--- src/rtl/ext_irq_pkg.sv ---
package ext_irq_pkg;
  // filter select encoding, one field per channel
  typedef enum logic [1:0] {
    FSEL_BYPASS = 2'b00,
    FSEL_DIV1   = 2'b01,
    FSEL_MID    = 2'b10,
    FSEL_SLOW   = 2'b11
  } fsel_e;

  localparam int unsigned MATCH_LEN  = 3;
  localparam int unsigned SYNC_DEPTH = 2;
endpackage

--- src/rtl/ext_irq_prescale.sv ---
// Free-running counter shared by all channels; DIV_MID and DIV_SLOW are powers of two.
module ext_irq_prescale #(
  parameter int unsigned DIV_MID  = 8,
  parameter int unsigned DIV_SLOW = 32
) (
  input  logic clk,
  input  logic rst,
  output logic tick_mid_o,
  output logic tick_slow_o
);
  localparam int unsigned CNT_W = (DIV_SLOW > 1) ? $clog2(DIV_SLOW) : 1;
  localparam int unsigned MID_W = (DIV_MID > 1) ? $clog2(DIV_MID) : 1;

  logic [CNT_W-1:0] cnt_q;

  always_ff @(posedge clk) begin
    if (rst) cnt_q <= '0;
    else if (cnt_q == CNT_W'(DIV_SLOW - 1)) cnt_q <= '0;
    else cnt_q <= cnt_q + 1'b1;
  end

  assign tick_mid_o  = (cnt_q[MID_W-1:0] == '0);
  assign tick_slow_o = (cnt_q == '0);
endmodule

--- src/rtl/ext_irq_sync.sv ---
module ext_irq_sync #(
  parameter int unsigned STAGES = 2
) (
  input  logic clk,
  input  logic d_i,
  output logic q_o
);
  logic [STAGES-1:0] chain_q;

  generate
    if (STAGES == 1) begin : g_one
      always_ff @(posedge clk) chain_q <= d_i;
    end else begin : g_many
      always_ff @(posedge clk) chain_q <= {chain_q[STAGES-2:0], d_i};
    end
  endgenerate

  assign q_o = chain_q[STAGES-1];
endmodule

--- src/rtl/ext_irq_filter.sv ---
module ext_irq_filter
  import ext_irq_pkg::*;
#(
  parameter int unsigned MATCH = MATCH_LEN
) (
  input  logic       clk,
  input  logic       rst,
  input  logic       sync_i,
  input  logic [1:0] fsel_i,
  input  logic       tick_mid_i,
  input  logic       tick_slow_i,
  output logic       level_o
);
  logic [MATCH-1:0] hist_q;
  logic [MATCH-1:0] win;
  logic             lvl_q;
  logic             sample;
  logic             bypass;

  assign bypass = (fsel_e'(fsel_i) == FSEL_BYPASS);
  assign win    = {hist_q[MATCH-2:0], sync_i};

  always_comb begin
    case (fsel_e'(fsel_i))
      FSEL_DIV1: sample = 1'b1;
      FSEL_MID:  sample = tick_mid_i;
      FSEL_SLOW: sample = tick_slow_i;
      default:   sample = 1'b0;
    endcase
  end

  // in bypass the stored level tracks the pin so a later switch adds no edge
  always_ff @(posedge clk) begin
    if (rst || bypass) begin
      hist_q <= {MATCH{sync_i}};
      lvl_q  <= sync_i;
    end else if (sample) begin
      hist_q <= win;
      if (&win)       lvl_q <= 1'b1;
      else if (~|win) lvl_q <= 1'b0;
    end
  end

  assign level_o = bypass ? sync_i : lvl_q;
endmodule

--- src/rtl/ext_irq_flag.sv ---
module ext_irq_flag (
  input  logic clk,
  input  logic rst,
  input  logic level_i,
  input  logic init_i,
  input  logic en_i,
  input  logic both_i,
  input  logic rise_i,
  input  logic clr_i,
  output logic req_o
);
  logic prev_q;
  logic rose, fell, hit;

  assign rose = level_i & ~prev_q;
  assign fell = ~level_i & prev_q;
  assign hit  = en_i & (both_i ? (rose | fell) : (rise_i ? rose : fell));

  always_ff @(posedge clk) begin
    if (rst) begin
      prev_q <= init_i;
      req_o  <= 1'b0;
    end else begin
      prev_q <= level_i;
      if (hit)        req_o <= 1'b1;   // set has priority over clear
      else if (clr_i) req_o <= 1'b0;
    end
  end
endmodule

--- src/rtl/ext_irq_front.sv ---
module ext_irq_front
  import ext_irq_pkg::*;
#(
  parameter int unsigned NUM_CH   = 4,
  parameter int unsigned DIV_MID  = 8,
  parameter int unsigned DIV_SLOW = 32
) (
  input  logic                  clk,
  input  logic                  rst,
  input  logic [NUM_CH-1:0]     pin_i,
  input  logic [NUM_CH-1:0]     chan_en_i,
  input  logic [2*NUM_CH-1:0]   filt_sel_i,
  input  logic [NUM_CH-1:0]     both_edge_i,
  input  logic [NUM_CH-1:0]     rise_sel_i,
  input  logic [NUM_CH-1:0]     clr_i,
  output logic [NUM_CH-1:0]     req_o
);
  logic tick_mid;
  logic tick_slow;

  ext_irq_prescale #(.DIV_MID(DIV_MID), .DIV_SLOW(DIV_SLOW)) u_prescale (
    .clk(clk), .rst(rst), .tick_mid_o(tick_mid), .tick_slow_o(tick_slow)
  );

  generate
    for (genvar c = 0; c < NUM_CH; c++) begin : g_ch
      logic pin_sync;
      logic level;

      ext_irq_sync #(.STAGES(SYNC_DEPTH)) u_sync (
        .clk(clk), .d_i(pin_i[c]), .q_o(pin_sync)
      );

      ext_irq_filter #(.MATCH(MATCH_LEN)) u_filter (
        .clk(clk), .rst(rst), .sync_i(pin_sync), .fsel_i(filt_sel_i[2*c +: 2]),
        .tick_mid_i(tick_mid), .tick_slow_i(tick_slow), .level_o(level)
      );

      ext_irq_flag u_flag (
        .clk(clk), .rst(rst), .level_i(level), .init_i(pin_sync),
        .en_i(chan_en_i[c]), .both_i(both_edge_i[c]), .rise_i(rise_sel_i[c]),
        .clr_i(clr_i[c]), .req_o(req_o[c])
      );
    end
  endgenerate
endmodule

--- config.mk ---
export PLATFORM = sky130hd
export DESIGN_NAME = ext_irq_front
export DESIGN_NICKNAME = d
export VERILOG_FILES = /design/src/rtl/ext_irq_pkg.sv /design/src/rtl/ext_irq_prescale.sv /design/src/rtl/ext_irq_sync.sv /design/src/rtl/ext_irq_filter.sv /design/src/rtl/ext_irq_flag.sv /design/src/rtl/ext_irq_front.sv
export SDC_FILE = /design/constraint.sdc
export NUM_CORES = 1
export LEC_CHECK = 0
export CORE_MARGIN = 2
export CORE_UTILIZATION = 40
export CTS_BUF_LIST = sky130_fd_sc_hd__clkbuf_8
export CTS_CLUSTER_SIZE = 12
export DETAILED_ROUTE_END_ITERATION = 10
export PLACE_DENSITY_LB_ADDON = 0.12
export SYNTH_ARGS = -nofsm -noshare
export SYNTH_HDL_FRONTEND = slang
export SYNTH_SLANG_ARGS = --single-unit
--- constraint.sdc ---
create_clock -name clk -period 1.6 [get_ports clk]
set_input_delay 0.4 -clock clk [delete_from_list [all_inputs] [get_ports clk]]
set_output_delay 0.4 -clock clk [all_outputs]
set_load 0.01 [all_outputs]
## Word level (Yosys, flattened, before mapping)

Cells that the tools add are included.
W data, S select, Z words.

- Bits in registers: 33
- Bits of input ports: 30
- Output and inout bits: 4
- Logic and storage cells: 146

- Add/subtract/negate cells: 1
- Eq/ne operators: 17
- Muxes and demuxes: 52
- Bitwise operators: 24
- Reductions and logical operators: 31

Operators with widths:

| cell | count |
|---|---|
| $mux W1 | 40 |
| $eq A2 B2 Y1 const B | 8 |
| $mux W2 | 8 |
| $reduce_bool A2 Y1 | 8 |
| $and A1 B1 Y1 | 12 |
| $ne A3 B1 Y1 const B | 4 |
| $pmux W1 S3 | 4 |
| $reduce_and A3 Y1 | 4 |
| $reduce_or A3 Y1 | 4 |
| $eq A2 B1 Y1 const B | 4 |
| $logic_not A2 Y1 | 4 |
| $not A1 Y1 | 8 |
| $reduce_and A2 Y1 | 4 |
| $add A5 B1 Y5 const B | 1 |
| $eq A5 B5 Y1 const B | 1 |
| $logic_not A5 Y1 | 1 |
| $logic_or A1 B1 Y1 | 4 |
| $or A1 B1 Y1 | 4 |
| $logic_not A3 Y1 | 1 |
| $reduce_or A2 Y1 | 1 |

## Logic depth before layout (Yosys ltp)

- Depth in word-level cells: 8
- Mapped depth: 7
- Mapped depth without buffers: 7

## Modules after synthesis

Synthesis repeated with hierarchy kept, for this count alone.

- Cell total of the unflattened synthesis: 150
- Area, all modules: 1,597.8 µm²

By module, submodules not included:

| module | times used | cells an instance | area an instance (µm²) | seq. area each (µm²) |
|---|---|---|---|---|
| ext_irq_filter | 4 | 15 | 177.7 | 90.1 |
| ext_irq_flag | 4 | 15 | 123.9 | 40.0 |
| ext_irq_prescale | 1 | 22 | 231.5 | 100.1 |
| ext_irq_sync | 4 | 2 | 40.0 | 40.0 |

## Least setup slack after synthesis

OpenSTA, ideal clock, no wires.

- Kind: input -> register
- From: input port filt_sel_i[4]
- To: register g_ch[2].u_flag.req_o
- Data arrival time: 1,508 ps
- Data required time: 1,480 ps
- Path slack: -28 ps
- Stages: 6
- Path buffers: 0
- Cells stage by stage: nor2_2 -> mux2_2 -> ha_1 -> mux2_2 -> o211ai_1 -> a21oi_1

- Word-level cells in the longest chain between the ends: 8
- Elaborated cells between the ends (all ways): 11
- Classes of those cells: 4 x mux; 5 x bitwise; 2 x reduce/logical

Ends and longest elaborated chain:

| what | RTL line | text |
|---|---|---|
| start, declared | ext_irq_front.sv:12 | `input logic [2*NUM_CH-1:0] filt_sel_i,` |
| $logic_not A2 Y1 (*) | ext_irq_filter.sv:20 | `assign bypass = (fsel_e'(fsel_i) == FSEL_BYPASS);` |
| $mux W1 (*) | ext_irq_filter.sv:44 | `assign level_o = bypass ? sync_i : lvl_q;` |
| $not A1 Y1 | ext_irq_flag.sv:16 | `assign fell = ~level_i & prev_q;` |
| $and A1 B1 Y1 | ext_irq_flag.sv:16 |  |
| $mux W1 / $or A1 B1 Y1 (equally long branches) | ext_irq_flag.sv:17 | `assign hit = en_i & (both_i ? (rose \| fell) : (rise_i ? rose : fell));` |
| $mux W1 (*) | ext_irq_flag.sv:17 |  |
| $and A1 B1 Y1 (*) | ext_irq_flag.sv:17 |  |
| $mux W1 / $reduce_bool A2 Y1 (equally long branches) | n/a |  |
| end signal, assigned | ext_irq_flag.sv:22 | `req_o <= 1'b0;` |
| end signal, assigned | ext_irq_flag.sv:25 | `if (hit) req_o <= 1'b1;` |
| end signal, assigned | ext_irq_flag.sv:26 | `else if (clr_i) req_o <= 1'b0;` |
| end, declared | ext_irq_flag.sv:10 | `output logic req_o` |

Every way passes the cells marked *; elsewhere a longest branch is shown, timed or not.
A chain may end at the register's enable or synchronous reset.

## Worst setup path in the final report

- From: register g_ch[2].u_flag.req_o
- To: output port req_o[2]

RTL lines:

| what | RTL line | text |
|---|---|---|
| end, declared | ext_irq_front.sv:16 | `output logic [NUM_CH-1:0] req_o` |

No word-level cell between the ends.

==> qor.yml <==
max_stage_delay_ns: 0.54
yosys.area.top_type: "dfxtp_1"
fp.dieH_um: 68.2
dieArea_um2: 4650
wl_per_cell_um: 12.2
grt_pass1_wl_um: 5020
critPathLaunchType: "flip-flop"
die_x_um: 68.2
p_int_mw: 1.55
p_leak_nw: 0.948
p_seq_share_pct: 48.8
initial_core_util_pct: 41.5
crit_required_ns: 1.20
maxSlewHeadroom_pct: 81.6
antenna_found_initial: 0
routed_wl_um: 3090
reg2reg_from: "g_ch[3].u_filter.lvl_q"
hold_path_end: "g_ch[3].u_sync.chain_q[1]"
cts.path.max_buffers: 2
vias_per_cell: 4.85
drive_above_1_share_pct: 29.4
cts_buffers: 5
drtAntennaViolNets: 0
worst-path-buf-inv: 1
end_kind: "primary output"
drtIter0Drc: 28
syn_avg_cell_area_um2: 10.9
netlist_top_cells_area: "dfxtp_1 26%, edfxtp_1 22%, ha_1 8.4%"
top_layer: "met4"
wl_met3_um: 149
finalCritPeriodShare_pct: 96.8
gp_congestion: 0.772
async_flop_share_pct: 0
finalCriticalPeriod_ns: 1.55
hold_path_class: "reg -> reg"
worstPathArrival_ns: 1.15
hold_depth: 0
clock.fmax_mhz: 646
pwr_density_cell_nw_per_um2: 907
path_class: "reg -> out"
ir_worst_vdd_v: 0.000657
pwr-share-clk_pct: 33.5
area_growth_pct: 35.8
ys_seq_area_share_pct: 47.4
r2r_end: "g_ch[3].u_flag.req_o"
rr_worst_depth: 5
synth_edf_count: 12
final-setup-viol-count: 0
postSynthCellCount: 151
cts_sinks: 33
core_area_um2: 3970
grt_util_all_layers_pct: 14.7
wl_met1_um: 1350
insertion_delay_ns: 0.27
grt_remaining_overflow: 0
route.met2.wl_um: 1550
clock_skew_ns: 0.00199
hold_start: "g_ch[3].u_sync.chain_q[0]"
drv_slew: 0
cts_root_buffer: "clkbuf_8"
grt_max_degree: 17
fin_util_pct: 56.3
clk_pin_slew_ns: 0.07
slowest_stage: "clkdlybuf4s50_1"
yosys_warnings: 0
route.detailed.drc: 0
rsz0062_at_grt: "false"
p_sw_share_pct: 23.5
synth_nets: 192
first_global_vias: 1218
cp_max_fo: 2
pwr-share-comb_pct: 17.6
finalHoldViolCount: 0
io_buffers: 33
holdBufCountCts: 0
cts_tree: "yes"
worstMarginPinSlew_ns: 0.274
first_pass_iters: 4
ys_types: 32
ios: 34
rows: 23
cp_cell_sequence: "clkdlybuf4s50_1"
status: "finished, final reports clean"
antenna_cells: 0
r2r_slack_ns: 0.12
vias: 1233
ys_ff_latch: 33
syn_area_um2: 1650
crit_family: "buffers and inverters"
power.net_switching_mw: 0.476
setup_tns_ns: 0
ctsHtreeMaxLevel: 2
yosysTopAreaCellShare_pct: 25.5
nets: 244
synth_ff_type: "dfxtp_1"
cap_viol_max_count: 0
dp_hpwl_um: 2320
cells in the final DEF, fill, tap and decap left out, drive strengths merged, types with 7 or more instances in the layout:
master         instances
nor2                   8
mux2                  16
nor3                   7
inv                   11
clkdlybuf4s50         24
clkbuf                13
buf                   19
dfxtp                 21
o21ai                 12
ha                    11
edfxtp                12
nand2                 12
stage by stage:
stage	power (mW)	instance area (um2)	cells	hold slack (ns)	setup slack (ns)
final	2.03	2240	254	0.327	0.0519
after global routing	2.15	2240	254	0.343	0.00328
after CTS	2.05	2240	252	0.329	0.00104
after detailed placement	1.37	2140	244	0.313	-0.554
after global placement	1.35	2140	244	0.312	-0.522
after floorplan	1.21	1670	151	0.310	-0.00465
cell type report:
class / count / area [um2]
Fill cell: 349 / 1740
Clock inverter: 1 / 5.00
Inverter: 11 / 41.3
Tap cell: 50 / 62.6
Timing Repair Buffer: 51 / 447
Clock buffer: 7 / 96.3
Sequential cell: 33 / 782
Multi-Input combinational cell: 101 / 802
how the worst max path moves through the flow:
| stage | slack, ns | start | cells after the start | end |
|---|---|---|---|---|
| 2_1_floorplan | -0.005 | filt_sel_i[4] | 6 | g_ch[2].u_flag.req_o |
| 5_1_grt | 0.003 | g_ch[1].u_flag.req_o | 1 | req_o[1] |
| 3_3_place_gp | -0.52 | filt_sel_i[4] | 7 | g_ch[2].u_flag.req_o |
| 6_report | 0.05 | g_ch[2].u_flag.req_o | 1 | req_o[2] |
| 3_5_place_dp | -0.55 | filt_sel_i[6] | 7 | g_ch[3].u_flag.req_o |
| 4_1_cts | 0.001 | filt_sel_i[0] | 7 | g_ch[0].u_flag.req_o |
metal layers:
| metal | vias up | GRT usage [%] |
|---|---|---|
| met4 | 0 | 5.25 |
| met2 | 26 | 26.9 |
| li1 | 634 | - |
| met1 | 569 | 16.1 |
| met5 | - | 0 |
| met3 | 4 | 3.95 |
registers in the layout, indices dropped and copies added (netlist names):
name,cells
g_ch.u_flag.prev_q,4
g_ch.u_sync.chain_q,8
g_ch.u_flag.req_o,4
g_ch.u_filter.lvl_q,4
u_prescale.cnt_q,5
g_ch.u_filter.hist_q,8
repair_timing:
action | in CTS | in global routing
cloned | 0 | 0
resized for setup | 18 | 12
buffers inserted | 0 | 2
setup endpoints to repair | 4 | 5
pin swaps | 10 | 10
synthesized netlist by cell type, drive strengths merged, types with 2 or more instances:
cell type and n:
nor3 7, a21oi 4, ha 11, and3 3
inv 11, o21ai 12, o31a 2, nor2b 3
dfxtp 21, nor2 8, nand2 12, nand2b 4
nor3b 2, and2 2, a21boi 4, a211oi 2
o211ai 4, a32oi 2, edfxtp 12, mux2 16
buf 6
power groups by stage:
| stage | clock network, mW | registers (mW) | logic (mW) |
|---|---|---|---|
| floorplan | 0 | 0.997 | 0.208 |
| detailed placement | 0 | 1.01 | 0.362 |
| finish | 0.680 | 0.990 | 0.357 |
| CTS | 0.703 | 0.990 | 0.361 |
| global placement | 0 | 1.00 | 0.349 |
| global route | 0.748 | 1.00 | 0.400 |
cells by family (layout without fill, tap and decap cells):
| family | count (synthesis) | count (layout) | share of synthesized area [%] |
|---|---|---|---|
| xor gates and xnor gates | 2 | 2 | 1.06 |
| buffers and inverters | 17 | 70 | 5.70 |
| DFF | 33 | 33 | 47.4 |
| muxes | 16 | 16 | 11.2 |
| and+or+nand+nor | 42 | 42 | 14.7 |
| adders and majority gates | 11 | 11 | 8.36 |
| AOI/OAI and AO/OA | 30 | 30 | 11.6 |
No activity file was read; power rests on OpenSTA's default activity.
